## src/rtl/cart_bank_mapper_pkg.sv

```systemverilog
package cart_bank_mapper_pkg;
  localparam int PRG_W  = 5;
  localparam int CHR_W  = 2;
  localparam int REG_W  = 1 + CHR_W + PRG_W;
  localparam int SYNC_N = 2;

  typedef struct packed {
    logic             mirror;
    logic [CHR_W-1:0] chr;
    logic [PRG_W-1:0] prg;
  } bank_reg_t;
endpackage

```

## src/rtl/cart_reset_sync.sv

```systemverilog
module cart_reset_sync #(
  parameter int STAGES = 2
) (
  input  logic clk,
  input  logic rst_n,
  output logic rst_core_n
);
  logic [STAGES-1:0] sync_q;
  logic [STAGES-1:0] sync_d;

  always_comb begin
    sync_d = {sync_q[STAGES-2:0], 1'b1};
  end

  always_ff @(posedge clk or negedge rst_n) begin
    if (!rst_n) sync_q <= '0;
    else        sync_q <= sync_d;
  end

  assign rst_core_n = sync_q[STAGES-1];
endmodule

```

## src/rtl/cart_strobe_dec.sv

```systemverilog
module cart_strobe_dec (
  input  logic cfg_flashable,
  input  logic romsel_n,
  input  logic cpu_rw,
  input  logic cpu_a14,
  output logic latch_en,
  output logic rom_oe_n,
  output logic rom_we_n
);
  logic sel_write;
  logic sel_read;

  always_comb begin
    sel_write = !romsel_n && !cpu_rw;
    sel_read  = !romsel_n && cpu_rw;
    if (cfg_flashable) begin
      latch_en = sel_write && cpu_a14;
      rom_we_n = !(sel_write && !cpu_a14);
      rom_oe_n = !sel_read;
    end else begin
      latch_en = sel_write;
      rom_we_n = 1'b1;
      rom_oe_n = romsel_n;
    end
  end
endmodule

```

## src/rtl/cart_bank_reg.sv

```systemverilog
module cart_bank_reg
  import cart_bank_mapper_pkg::*;
(
  input  logic             clk,
  input  logic             rst_n,
  input  logic             latch_en,
  input  logic             cfg_flashable,
  input  logic [REG_W-1:0] cpu_data,
  input  logic [REG_W-1:0] rom_data,
  output bank_reg_t        bank_q
);
  bank_reg_t        bank_d;
  logic [REG_W-1:0] load_val;

  always_comb begin
    load_val = cfg_flashable ? cpu_data : (cpu_data & rom_data);
    bank_d   = bank_q;
    if (latch_en) bank_d = bank_reg_t'(load_val);
  end

  always_ff @(posedge clk or negedge rst_n) begin
    if (!rst_n) bank_q <= '0;
    else        bank_q <= bank_d;
  end
endmodule

```

## src/rtl/cart_prg_window.sv

```systemverilog
module cart_prg_window
  import cart_bank_mapper_pkg::*;
(
  input  logic             cpu_a14,
  input  logic             cfg_big,
  input  logic [PRG_W-1:0] prg,
  output logic [PRG_W-1:0] rom_bank
);
  for (genvar i = 0; i < PRG_W; i++) begin : g_bit
    if (i == PRG_W - 1) begin : g_top
      assign rom_bank[i] = cfg_big & (cpu_a14 | prg[i]);
    end else begin : g_low
      assign rom_bank[i] = cpu_a14 | prg[i];
    end
  end
endmodule

```

## src/rtl/cart_bank_mapper.sv

```systemverilog
module cart_bank_mapper
  import cart_bank_mapper_pkg::*;
(
  input  logic             clk,
  input  logic             rst_n,
  input  logic             cfg_flashable,
  input  logic             cfg_big,
  input  logic             romsel_n,
  input  logic             cpu_rw,
  input  logic             cpu_a14,
  input  logic [REG_W-1:0] cpu_data,
  input  logic [REG_W-1:0] rom_data,
  output logic [PRG_W-1:0] rom_bank,
  output logic             rom_oe_n,
  output logic             rom_we_n,
  output logic [CHR_W-1:0] chr_bank,
  output logic             mirror_one
);
  logic             rst_core_n;
  logic             latch_en;
  bank_reg_t        reg_q;
  logic [REG_W-1:0] bank_q;

  cart_reset_sync #(.STAGES(SYNC_N)) u_rst (
    .clk        (clk),
    .rst_n      (rst_n),
    .rst_core_n (rst_core_n)
  );

  cart_strobe_dec u_dec (
    .cfg_flashable (cfg_flashable),
    .romsel_n      (romsel_n),
    .cpu_rw        (cpu_rw),
    .cpu_a14       (cpu_a14),
    .latch_en      (latch_en),
    .rom_oe_n      (rom_oe_n),
    .rom_we_n      (rom_we_n)
  );

  cart_bank_reg u_reg (
    .clk           (clk),
    .rst_n         (rst_core_n),
    .latch_en      (latch_en),
    .cfg_flashable (cfg_flashable),
    .cpu_data      (cpu_data),
    .rom_data      (rom_data),
    .bank_q        (reg_q)
  );

  cart_prg_window u_win (
    .cpu_a14  (cpu_a14),
    .cfg_big  (cfg_big),
    .prg      (reg_q.prg),
    .rom_bank (rom_bank)
  );

  assign bank_q     = reg_q;
  assign chr_bank   = reg_q.chr;
  assign mirror_one = reg_q.mirror;
endmodule

```

## config.mk

```make
export PLATFORM = sky130hd
export DESIGN_NAME = cart_bank_mapper
export DESIGN_NICKNAME = d
export VERILOG_FILES = /design/src/rtl/cart_bank_mapper_pkg.sv /design/src/rtl/cart_reset_sync.sv /design/src/rtl/cart_strobe_dec.sv /design/src/rtl/cart_bank_reg.sv /design/src/rtl/cart_prg_window.sv /design/src/rtl/cart_bank_mapper.sv
export SDC_FILE = /design/constraint.sdc
export NUM_CORES = 1
export LEC_CHECK = 0
export BUFFER_PORTS_ARGS = -buffer_cell sky130_fd_sc_hd__buf_4
export CAP_MARGIN = 20
export CELL_PAD_IN_SITES_DETAIL_PLACEMENT = 1
export CELL_PAD_IN_SITES_GLOBAL_PLACEMENT = 1
export CORE_ASPECT_RATIO = 1.1
export CORE_UTILIZATION = 27
export DETAILED_ROUTE_END_ITERATION = 7
export PLACE_DENSITY = 0.79
export REMOVE_ABC_BUFFERS = 1
export SLEW_MARGIN = 40
export SYNTH_ARGS = -nofsm -noshare
export SYNTH_HDL_FRONTEND = slang
export SYNTH_SLANG_ARGS = --single-unit
```

## constraint.sdc

```tcl
create_clock -name clk -period 1.1 [get_ports clk]
set_clock_uncertainty 0.15 [all_clocks]
set_input_delay 0.11 -clock clk [delete_from_list [all_inputs] [get_ports clk]]
set_output_delay 0.11 -clock clk [all_outputs]
set_load 0.005 [all_outputs]
```

==> metrics.log, run 1 <==
INFO  metric setup.worst_path.start_class = register
INFO  metric post_dr_vias_cell = 4.73
INFO  metric port_buffers = 32
INFO  metric final.fill_count = 181
INFO  metric cts-buffers-inserted = 3
INFO  metric final.period_utilization = 109%
INFO  metric violations = negative hold slack, negative setup slack
INFO  metric yosys_register_bits = 10
INFO  metric route.detailed.wl_per_inst = 15.7 um
INFO  metric placer_congestion_estimate = 0.659
INFO  metric grt_pass1_vias = 658
INFO  metric first_pass_grt_wire_length = 2860 um
INFO  metric finalWirelength = 1850 um
INFO  metric finalCoreUtilization = 60.9%
INFO  metric grt_setup_unrepaired = yes
INFO  metric areaGrowthSynthToFinish = 103%
INFO  metric cts_root_buffer = clkbuf_4
INFO  metric post_synthesis_xor_xnor_area_fraction = 0%
INFO  metric die_w = 42.6 um
INFO  metric final_antenna_net_count = 0
INFO  metric max_clock_freq = 0.833 GHz
INFO  metric clkSinkCount = 10
INFO  metric sequential_cell_area_fraction_in_the_yosys_report = 51.0%
INFO  metric core_area = 0.00163 mm^2
INFO  metric place.detailed.hpwl = 1010 um
INFO  metric die-height = 46.7 um
INFO  metric pwr-share-clk = 27.3%
INFO  metric crit_path_max_fanout = 2
INFO  metric synthesis.area_per_instance = 10.2 um^2
INFO  metric detailed_place.area = 767 um^2
INFO  metric fin_tns_setup = -0.263 ns
INFO  metric synth_adder_area_share = 0%
INFO  metric max_stage_delay = 0.38 ns
INFO  metric synth_top_family_by_area = multiplexers
INFO  metric yosys_warnings = 0
INFO  metric internal_power = 0.000894 W
INFO  metric status = finished, violations left
INFO  metric final_layout_size_suffix_gt1_share = 55.4%
INFO  metric detail_route.drc_violations = 0
INFO  metric worst_setup_hold_path_clk_slew = 0.07 ns
INFO  metric power.switching_fraction = 26.4%
INFO  metric drv.max_cap_violation_count = 0
INFO  metric holdWs = -0.0111 ns
INFO  metric powerDensity = 1220 mW/mm^2
INFO  metric maxSlewViolCount = 0
INFO  metric seq_power_share = 38.5%
INFO  metric top_level_i_o_count = 33
INFO  metric worst_ep_arrival_time = 0.94 ns
INFO  metric synthDistinctLibCells = 13
INFO  metric critPathKind = register to output port
INFO  metric clk_path_buf_depth = 2
INFO  metric holdCritPathClass = register to asynchronous set/reset pin
INFO  metric start_util = 30.0%
INFO  metric netlist_area = 490 um^2
INFO  metric finish.instance_area = 995 um^2
INFO  metric critical_path.endpoint_type = output port
INFO  metric vias = 558
INFO  metric tritoncts = done
INFO  metric placementRows = 15
INFO  metric yosys.area_share.simple = 7.14%
INFO  metric cts_htree_levels = 1
INFO  metric die_area = 0.00199 mm^2
INFO  metric syn-instance-count = 48
INFO  metric share_comb_of_total_power = 34.2%
INFO  metric timing.final.ws_setup = -0.101 ns
INFO  metric antennaDiodeCount = 0
INFO  metric cells_along_the_critical_path = o21a_1, buf_4
INFO  metric crit_buf_inv = 1
INFO  metric crit_path_top_delay_cell = dfrtp_1
INFO  metric timing.final.setup_violations = 5
INFO  metric grt_start_max_net_pins = 9
INFO  metric power_leakage = 0.498 nW
INFO  metric drt_iter0_drc = 3
INFO  metric grtUsageTotal = 20.5%
INFO  metric finalHoldViolations = 11
INFO  metric synth-compound-area-share = 13.8%
INFO  metric post-route-min-period = 1.20 ns
INFO  metric worstPathRequired = 0.84 ns
INFO  metric grt.overflow.total = 0
INFO  metric clk_latency_worst_skew_pair = 0.27 ns
INFO  metric critical_path.top_delay_family = flip-flops
INFO  metric worst_vdd_drop = 0.844 mV
INFO  metric drt_first_pass_iters = 4
INFO  metric synthMuxAreaShare = 16.3%
INFO  metric switching_power = 0.000321 W
INFO  metric grt_antenna_before_repair = 0
INFO  metric num-nets-final = 125
state kept, by name, summed over array words and instances, names as in the netlist:
signal        count
u_reg.bank_q      8
u_rst.sync_q      2
cells in the mapped netlist (all sizes together):
library cell / instances / area, um^2
a211oi: 1 / 20.0
buf: 3 / 20.0
conb: 1 / 3.75
dfrtp: 10 / 250
inv: 9 / 33.8
mux2i: 8 / 80.1
nand2: 4 / 15.0
nand2b: 2 / 12.5
o21a: 1 / 7.51
o21ai: 8 / 40.0
or3: 1 / 7.51
cell type report:
cell class / instances / area, um^2 / share of cell area [%]
Clock buffer: 4 / 36.3 / 3.65
Inverter: 9 / 33.8 / 3.40
Multi-Input combinational cell: 26 / 203 / 20.4
Sequential cell: 10 / 250 / 25.2
Tap cell: 17 / 21.3 / 2.14
Timing Repair Buffer: 52 / 450 / 45.3
per-stage QoR:
| step | power (W) | std cells | setup WS (ns) |
|---|---|---|---|
| 2_1_floorplan | 0.000554 | 45 | 0.0376 |
| 3_3_place_gp | 0.000720 | 97 | -0.0708 |
| 3_5_place_dp | 0.000732 | 97 | -0.0830 |
| 4_1_cts | 0.00117 | 117 | -0.0998 |
| 5_1_grt | 0.00129 | 118 | -0.141 |
| 6_report | 0.00122 | 118 | -0.101 |
routing by layer:
layer  vias up  track usage (%)  part of all wire, %
li1        258                -                    -
met1       270             18.0                   36
met2        25             42.1                   55
met3         5             5.49                  7.0
met4         0             11.3                  1.9
met5         -                0                    0
final timing paths:
check                           cells after the start               to  slack, ns       startpoint
worst max-delay path                                2      rom_bank[4]      -0.10  u_reg.bank_q[4]
max in group asynchronous                           0  u_reg.bank_q[4]       0.56  u_rst.sync_q[1]
worst max register to register                      4  u_reg.bank_q[1]       0.10  u_reg.bank_q[1]
worst min register to register                      0  u_reg.bank_q[3]      -0.01  u_rst.sync_q[1]
min in group clk                                    3  u_reg.bank_q[0]          0      rom_data[0]
worst min-delay path                                0  u_reg.bank_q[3]      -0.01  u_rst.sync_q[1]
cells by family (layout without fill, tap and decap cells):
kind of cell | after synthesis | count (layout)
muxes | 8 | 8
and+or+nand+nor | 7 | 7
buffers and inverters | 12 | 65
DFF | 10 | 10
other | 1 | 1
AOI/OAI and AO/OA | 10 | 10
layout by cell type (no fill, tap or decap), types with 2 or more instances in the layout:
cell and n:
buf_4 35, clkbuf_4 3, mux2i_1 8, inv_1 4, nand2_2 2, o21ai_0 7, nand2_1 2, inv_2 5
buf_6 6, dfrtp_1 10, dlygate4sd3_1 10
power by group through the flow:
stage / logic [W] / clock network, W / registers, W
2_1_floorplan: 0.0000953 / 0 / 0.000458
3_3_place_gp: 0.000259 / 0 / 0.000461
3_5_place_dp: 0.000270 / 0 / 0.000463
4_1_cts: 0.000376 / 0.000335 / 0.000459
5_1_grt: 0.000453 / 0.000358 / 0.000476
6_report: 0.000416 / 0.000331 / 0.000468
repair_timing:
| action | 4_1_cts | 5_1_grt |
|---|---|---|
| pin swaps | 4 | 0 |
| hold endpoints to repair | 16 | 1 |
| hold buffers | 9 | 1 |
| buffers inserted | 7 | 2 |
| endpoints found under the setup margin | 6 | 11 |
| resized for setup | 6 | 9 |
Power figures use the tool's default switching activity.
==> run 2: changes to the inputs <==
- clock period: 1.1 -> 1.2 ns (I/O delays scaled with it)
==> metrics.log, run 2 (synthesis gave the netlist of run 1 again) <==
INFO  metric critical_path.top_delay_family = flip-flops
INFO  metric cts-buffers-inserted = 3 (unchanged)
INFO  metric placementRows = 15 (unchanged)
INFO  metric grt_antenna_before_repair = 0 (unchanged)
INFO  metric largest_register_ffs = 8 (unchanged)
INFO  metric post_dr_vias_cell = 4.63 (-2.1%)
INFO  metric clkSinkCount = 10 (unchanged)
INFO  metric grtUsageTotal = 16.8% (-3.7 points)
INFO  metric num-nets-final = 116 (-7.2%)
INFO  metric setup.worst_path.start_class = register
INFO  metric holdCritPathClass = register to asynchronous set/reset pin
INFO  metric final.fill_count = 177 (-2.2%)
INFO  metric maxSlewViolCount = 0 (unchanged)
INFO  metric finalCoreUtilization = 54.3% (-6.7 points)
INFO  metric multi_input_gate_area_in_the_final_layout = 198 um^2 (-2.5%)
INFO  metric critPathKind = register to output port
INFO  metric detail_route.drc_violations = 0 (unchanged)
INFO  metric crit_path_max_fanout = 2 (unchanged)
INFO  metric worst_setup_hold_path_clk_slew = 0.06 ns (about the same)
INFO  metric registers.top_by_ff_count = u_reg.bank_q
INFO  metric worst_ep_arrival_time = 0.92 ns (-0.02 ns)
INFO  metric die_w = 42.6 um (unchanged)
INFO  metric start_util = 30.0% (unchanged)
INFO  metric powerDensity = 1040 mW/mm^2 (-15%)
INFO  metric areaGrowthSynthToFinish = 80.6%
INFO  metric grt_setup_unrepaired = yes
INFO  metric max_stage_delay = 0.37 ns (about the same)
INFO  metric place.detailed.hpwl = 995 um (-1.2%)
INFO  metric crit_path_top_delay_cell = dfrtp_1
INFO  metric power_leakage = 0.446 nW (-11%)
INFO  metric port_buffers = 32 (unchanged)
INFO  metric clk_latency_worst_skew_pair = 0.25 ns (-0.02 ns)
INFO  metric placer_congestion_estimate = 0.668 (+1.3%)
INFO  metric core_area = 0.00163 mm^2 (unchanged)
INFO  metric finalHoldViolations = 8 (-3)
INFO  metric die_area = 0.00199 mm^2 (unchanged)
INFO  metric status = finished, violations left
INFO  metric clk_path_buf_depth = 2 (unchanged)
INFO  metric drv.max_cap_violation_count = 0 (unchanged)
INFO  metric grt.overflow.total = 0 (unchanged)
INFO  metric die-height = 46.7 um (unchanged)
INFO  metric final_layout_size_suffix_gt1_share = 49.5% (-6.0 points)
INFO  metric area.sequential = 250 um^2 (unchanged)
INFO  metric worst_vdd_drop = 0.697 mV (-17%)
INFO  metric route.detailed.wl_per_inst = 13.1 um (-16%)
INFO  metric cts_root_buffer = clkbuf_4
INFO  metric final_antenna_net_count = 0 (unchanged)
INFO  metric worstPathRequired = 0.93 ns (+0.09 ns)
INFO  metric commonest_cells_after_routing_fill_and_taps_aside = buf_4, dfrtp_1, o21ai_0, mux2i_1, dlygate4sd3_1
INFO  metric final.period_utilization = 99.4%
INFO  metric vias = 500 (-10%)
INFO  metric drt_first_pass_iters = 4 (unchanged)
INFO  metric cts_htree_levels = 1 (unchanged)
INFO  metric finalWirelength = 1420 um (-24%)
INFO  metric top_level_i_o_count = 33 (unchanged)
INFO  metric grt_pass1_vias = 557 (-15%)
INFO  metric violations = negative hold slack
INFO  metric layout.cells.most_common = buf_4
INFO  metric cells_along_the_critical_path = o21a_1, buf_6
INFO  metric post-route-min-period = 1.19 ns
INFO  metric grt_start_max_net_pins = 9 (unchanged)
INFO  metric first_pass_grt_wire_length = 2410 um (-16%)
INFO  metric antennaDiodeCount = 0 (unchanged)
INFO  metric layout_top_registers = u_reg.bank_q: 8 flops, u_rst.sync_q: 2 flops
INFO  metric holdWs = -0.0159 ns (-0.00484 ns)
INFO  metric timing.final.setup_violations = 0 (-5)
INFO  metric critical_path.endpoint_type = output port
INFO  metric drt_iter0_drc = 3 (unchanged)
INFO  metric tritoncts = done
INFO  metric max_clock_freq = 0.838 GHz
INFO  metric crit_buf_inv = 1 (unchanged)
run 2: cell count changes in the layout (fill, tap and decap cells not counted):
cell,change
nand2_2,-2
clkbuf_8,-1
o21ai_1,-1
dlygate4sd3_1,-3
inv_2,-2
buf_4,-2
buf_6,-4
inv_1,+2
o21ai_0,+1
nand2_1,+2
run 2: area by class of cell:
type / count / area share (%)
Timing Repair Buffer: 43 / 40.7
Tap cell: 17 / 2.40
Sequential cell: 10 / 28.2
Multi-Input combinational cell: 26 / 22.3
Inverter: 9 / 3.81
Clock buffer: 3 / 2.54
run 2: power breakdown:
group / internal, W / switching, W
Sequential: 0.000392 / 0.0000294
Clock: 0.000115 / 0.000103
Combinational: 0.000176 / 0.000107
run 2: path summary, 6_finish.rpt:
| kind | end | cells past startpoint | slack [ns] | from |
|---|---|---|---|---|
| worst max-delay path | rom_bank[4] | 2 | 0.007 | u_reg.bank_q[4] |
| worst min-delay path | u_reg.bank_q[1] | 0 | -0.02 | u_rst.sync_q[1] |
| worst max register to register | u_reg.bank_q[0] | 3 | 0.34 | u_reg.bank_q[0] |
| worst min register to register | u_reg.bank_q[1] | 0 | -0.02 | u_rst.sync_q[1] |
| max in group asynchronous | u_reg.bank_q[2] | 0 | 0.66 | u_rst.sync_q[1] |
| min in group clk | u_reg.bank_q[3] | 3 | 0 | cpu_data[3] |
run 2: per-stage QoR:
step	std cells	worst slack, ns	cell area (um^2)	power [W]	TNS [ns]
after floorplan	45	0.128	470	0.000508	0
after global placement	97	0.00892	767	0.000660	0
after detailed placement	97	-0.0103	767	0.000670	-0.0103
after CTS	107	-0.0110	867	0.000917	-0.0110
after global routing	108	-0.0283	886	0.000990	-0.0414
final	108	0.00696	886	0.000922	0
run 2: worst reg2reg max path: stages (launching register included):
cell and delay (ns):
dfrtp_1 0.34, inv_2 0.04, buf_4 0.12, mux2i_1 0.13
run 2: what timing repair did:
action,CTS,global route
setup buffers,0,1
hold buffers,7,0
resized for setup,1,5
pin swaps,0,0
endpoints found under the setup margin,2,4
hold endpoints to repair,16,0
run 2: per-layer routing:
metal,vias up,routed length (um),track usage (%)
met3,2,95,3.92
li1,236,-,-
met4,0,15,5.63
met1,238,537,18.6
met5,-,0,0
met2,24,768,31.8
==> run 3: changes to the inputs <==
- CORE_ASPECT_RATIO: 1.1 -> 0.9
==> metrics.log, run 3 (synthesis gave the netlist of run 1 again) <==
INFO  metric grt_setup_unrepaired = yes
INFO  metric clk_latency_worst_skew_pair = 0.26 ns (about the same)
INFO  metric setup.worst_path.start_class = register
INFO  metric reg2reg_depth = 3 (unchanged)
INFO  metric largest_register_ffs = 8 (unchanged)
INFO  metric core_area = 0.00168 mm^2 (+3.0%)
INFO  metric commonest_cells_after_routing_fill_and_taps_aside = buf_4, dfrtp_1, dlygate4sd3_1
INFO  metric status = finished, violations left
INFO  metric cts_htree_levels = 1 (unchanged)
INFO  metric reg2reg_to = u_reg.bank_q[4]
INFO  metric share_comb_of_total_power = 30.6% (about the same)
INFO  metric final_layout_size_suffix_gt1_share = 47.3% (-2.1 points)
INFO  metric grt_pass1_vias = 557 (unchanged)
INFO  metric post_dr_vias_cell = 4.39 (-5.1%)
INFO  metric pwr-share-clk = 24.2% (+0.5 points)
INFO  metric cells_along_the_critical_path = o21a_1, buf_6
INFO  metric die_area = 0.00199 mm^2 (about the same)
INFO  metric layout.cells.most_common = buf_4
INFO  metric num-nets-final = 118 (+1.7%)
INFO  metric start_util = 29.2% (-0.87 points)
INFO  metric holdCritPathClass = register to asynchronous set/reset pin
INFO  metric vias = 514 (+2.8%)
INFO  metric worstPathRequired = 0.93 ns (about the same)
INFO  metric crit_path_end = rom_bank[4]
INFO  metric tritoncts = done
INFO  metric worst-path-stages = 2 (unchanged)
INFO  metric cp-startpoint = u_reg.bank_q[4]
INFO  metric grt_start_max_net_pins = 9 (unchanged)
INFO  metric finalWirelength = 1590 um (+12%)
INFO  metric regToRegStartpoint = u_reg.bank_q[4]
INFO  metric worst_vdd_drop = 0.699 mV (+0.24%)
INFO  metric critical_path.endpoint_type = output port
INFO  metric clkSinkCount = 10 (unchanged)
INFO  metric max_clock_freq = 0.838 GHz (about the same)
INFO  metric switching_power = 0.000252 W (+5.0%)
INFO  metric powerDensity = 1030 mW/mm^2 (-0.77%)
INFO  metric crit_buf_inv = 1 (unchanged)
INFO  metric critPathKind = register to output port
INFO  metric worst-r2r-setup-slack = 0.34 ns (about the same)
INFO  metric critical_path.top_delay_family = flip-flops
INFO  metric grtUsageTotal = 18.7% (+2.0 points)
INFO  metric top_level_i_o_count = 33 (unchanged)
INFO  metric port_buffers = 32 (unchanged)
INFO  metric die-height = 42.4 um (-9.1%)
INFO  metric post-route-min-period = 1.19 ns (-0.000353 ns)
INFO  metric worst_ep_arrival_time = 0.92 ns (about the same)
INFO  metric antennaDiodeCount = 0 (unchanged)
INFO  metric cts_root_buffer = clkbuf_4
INFO  metric holdWs = -0.0163 ns (-0.000376 ns)
INFO  metric first_pass_grt_wire_length = 2420 um (+0.29%)
INFO  metric die_w = 46.9 um (+10%)
INFO  metric power_leakage = 0.449 nW (+0.63%)
INFO  metric seq_power_share = 45.2% (-0.4 points)
INFO  metric placementRows = 14 (-1)
INFO  metric clk_path_buf_depth = 2 (unchanged)
INFO  metric crit_path_max_fanout = 2 (unchanged)
INFO  metric maxSlewViolCount = 0 (unchanged)
INFO  metric finalHoldViolations = 8 (unchanged)
INFO  metric internal_power = 0.000686 W (+0.43%)
INFO  metric timing.final.setup_violations = 0 (unchanged)
INFO  metric drt_first_pass_iters = 2 (-2)
INFO  metric drt_iter0_drc = 1 (-2)
INFO  metric drv.max_cap_violation_count = 0 (unchanged)
INFO  metric grt.overflow.total = 0 (unchanged)
INFO  metric final_antenna_net_count = 0 (unchanged)
INFO  metric route.detailed.wl_per_inst = 13.6 um (+3.6%)
INFO  metric worst_setup_hold_path_clk_slew = 0.06 ns (about the same)
INFO  metric violations = negative hold slack
INFO  metric power.switching_fraction = 26.8% (+0.86 points)
INFO  metric areaGrowthSynthToFinish = 84.9%
INFO  metric placer_congestion_estimate = 0.703 (+5.3%)
INFO  metric layout_top_registers = u_reg.bank_q: 8 flops, u_rst.sync_q: 2 flops
INFO  metric registers.top_by_ff_count = u_reg.bank_q
INFO  metric cts-buffers-inserted = 3 (unchanged)
INFO  metric grt_antenna_before_repair = 0 (unchanged)
INFO  metric finalNonFillerCells = 117 (+8.3%)
INFO  metric final.period_utilization = 99.4% (about the same)
INFO  metric dp_cells = 104 (+7.2%)
INFO  metric crit_path_top_delay_cell = dfrtp_1
INFO  metric max_stage_delay = 0.37 ns (about the same)
INFO  metric detail_route.drc_violations = 0 (unchanged)
INFO  metric place.detailed.hpwl = 1070 um (+7.1%)
[run 3: changes by cell type in the layout (fill, tap and decap cells not counted)]
cell,delta
dlygate4sd3_1,+2
nand2b_4,-1
nand2b_1,+1
[run 3: area by class of cell]
type                    instances  area [um^2]
clock buffers                   3         22.5
fillers                       209          774
inverters                       9         33.8
multi-input cells              26          190
flip-flops and latches         10          250
well taps                      24         30.0
repair buffers                 45          380
[run 3: timing repair]
item | 4_1_cts | 5_1_grt
endpoints found under the setup margin | 2 | 3
hold buffers | 9 | 0
endpoints found under the hold margin | 17 | 0
gates cloned | 0 | 0
setup buffers | 1 | 0
resized for setup | 2 | 3
[run 3: how the worst min path moves through the flow]
stage	startpoint	endpoint	slack, ns	depth (start not counted)
3_3_place_gp	rst_n	u_rst.sync_q[0]	-0.25	1
2_1_floorplan	rst_n	u_rst.sync_q[0]	-0.33	0
6_report	u_rst.sync_q[1]	u_reg.bank_q[6]	-0.02	0
5_1_grt	u_rst.sync_q[1]	u_reg.bank_q[7]	0.02	0
3_5_place_dp	rst_n	u_rst.sync_q[1]	-0.25	1
4_1_cts	u_rst.sync_q[1]	u_reg.bank_q[7]	-0.004	0
[run 3: power by group through the flow]
stage          combinational, W  sequential (W)  clock, W
2_1_floorplan         0.0000873        0.000420         0
3_3_place_gp           0.000238        0.000423         0
3_5_place_dp           0.000248        0.000427         0
4_1_cts                0.000282        0.000421  0.000239
5_1_grt                0.000313        0.000430  0.000252
6_report               0.000287        0.000424  0.000226
[run 3: worst reg2reg max path: stages, from the launching register on]
cell and delay [ns]:
dfrtp_1 0.37, buf_4 0.13, inv_1 0.04, mux2i_1 0.05
[run 3: through the flow]
step | util, % | power, W | area, um^2 | setup slack, ns | TNS, ns
after floorplan | - | 0.000508 | 470 | 0.128 | 0
after detailed placement | 46.1 | 0.000675 | 776 | -0.0268 | -0.0268
after CTS | 53.7 | 0.000942 | 903 | -0.0158 | -0.0158
after global routing | 53.9 | 0.000995 | 907 | -0.0451 | -0.0451
final | 53.9 | 0.000937 | 907 | 0.00731 | 0
after global placement | 46.1 | 0.000660 | 776 | 0.0106 | 0
[run 3: metal layers]
layer	track usage [%]	share of wire, %
met1	17.8	37
met5	0	0
met4	12.0	2.6
met2	33.9	55
met3	4.31	5.9
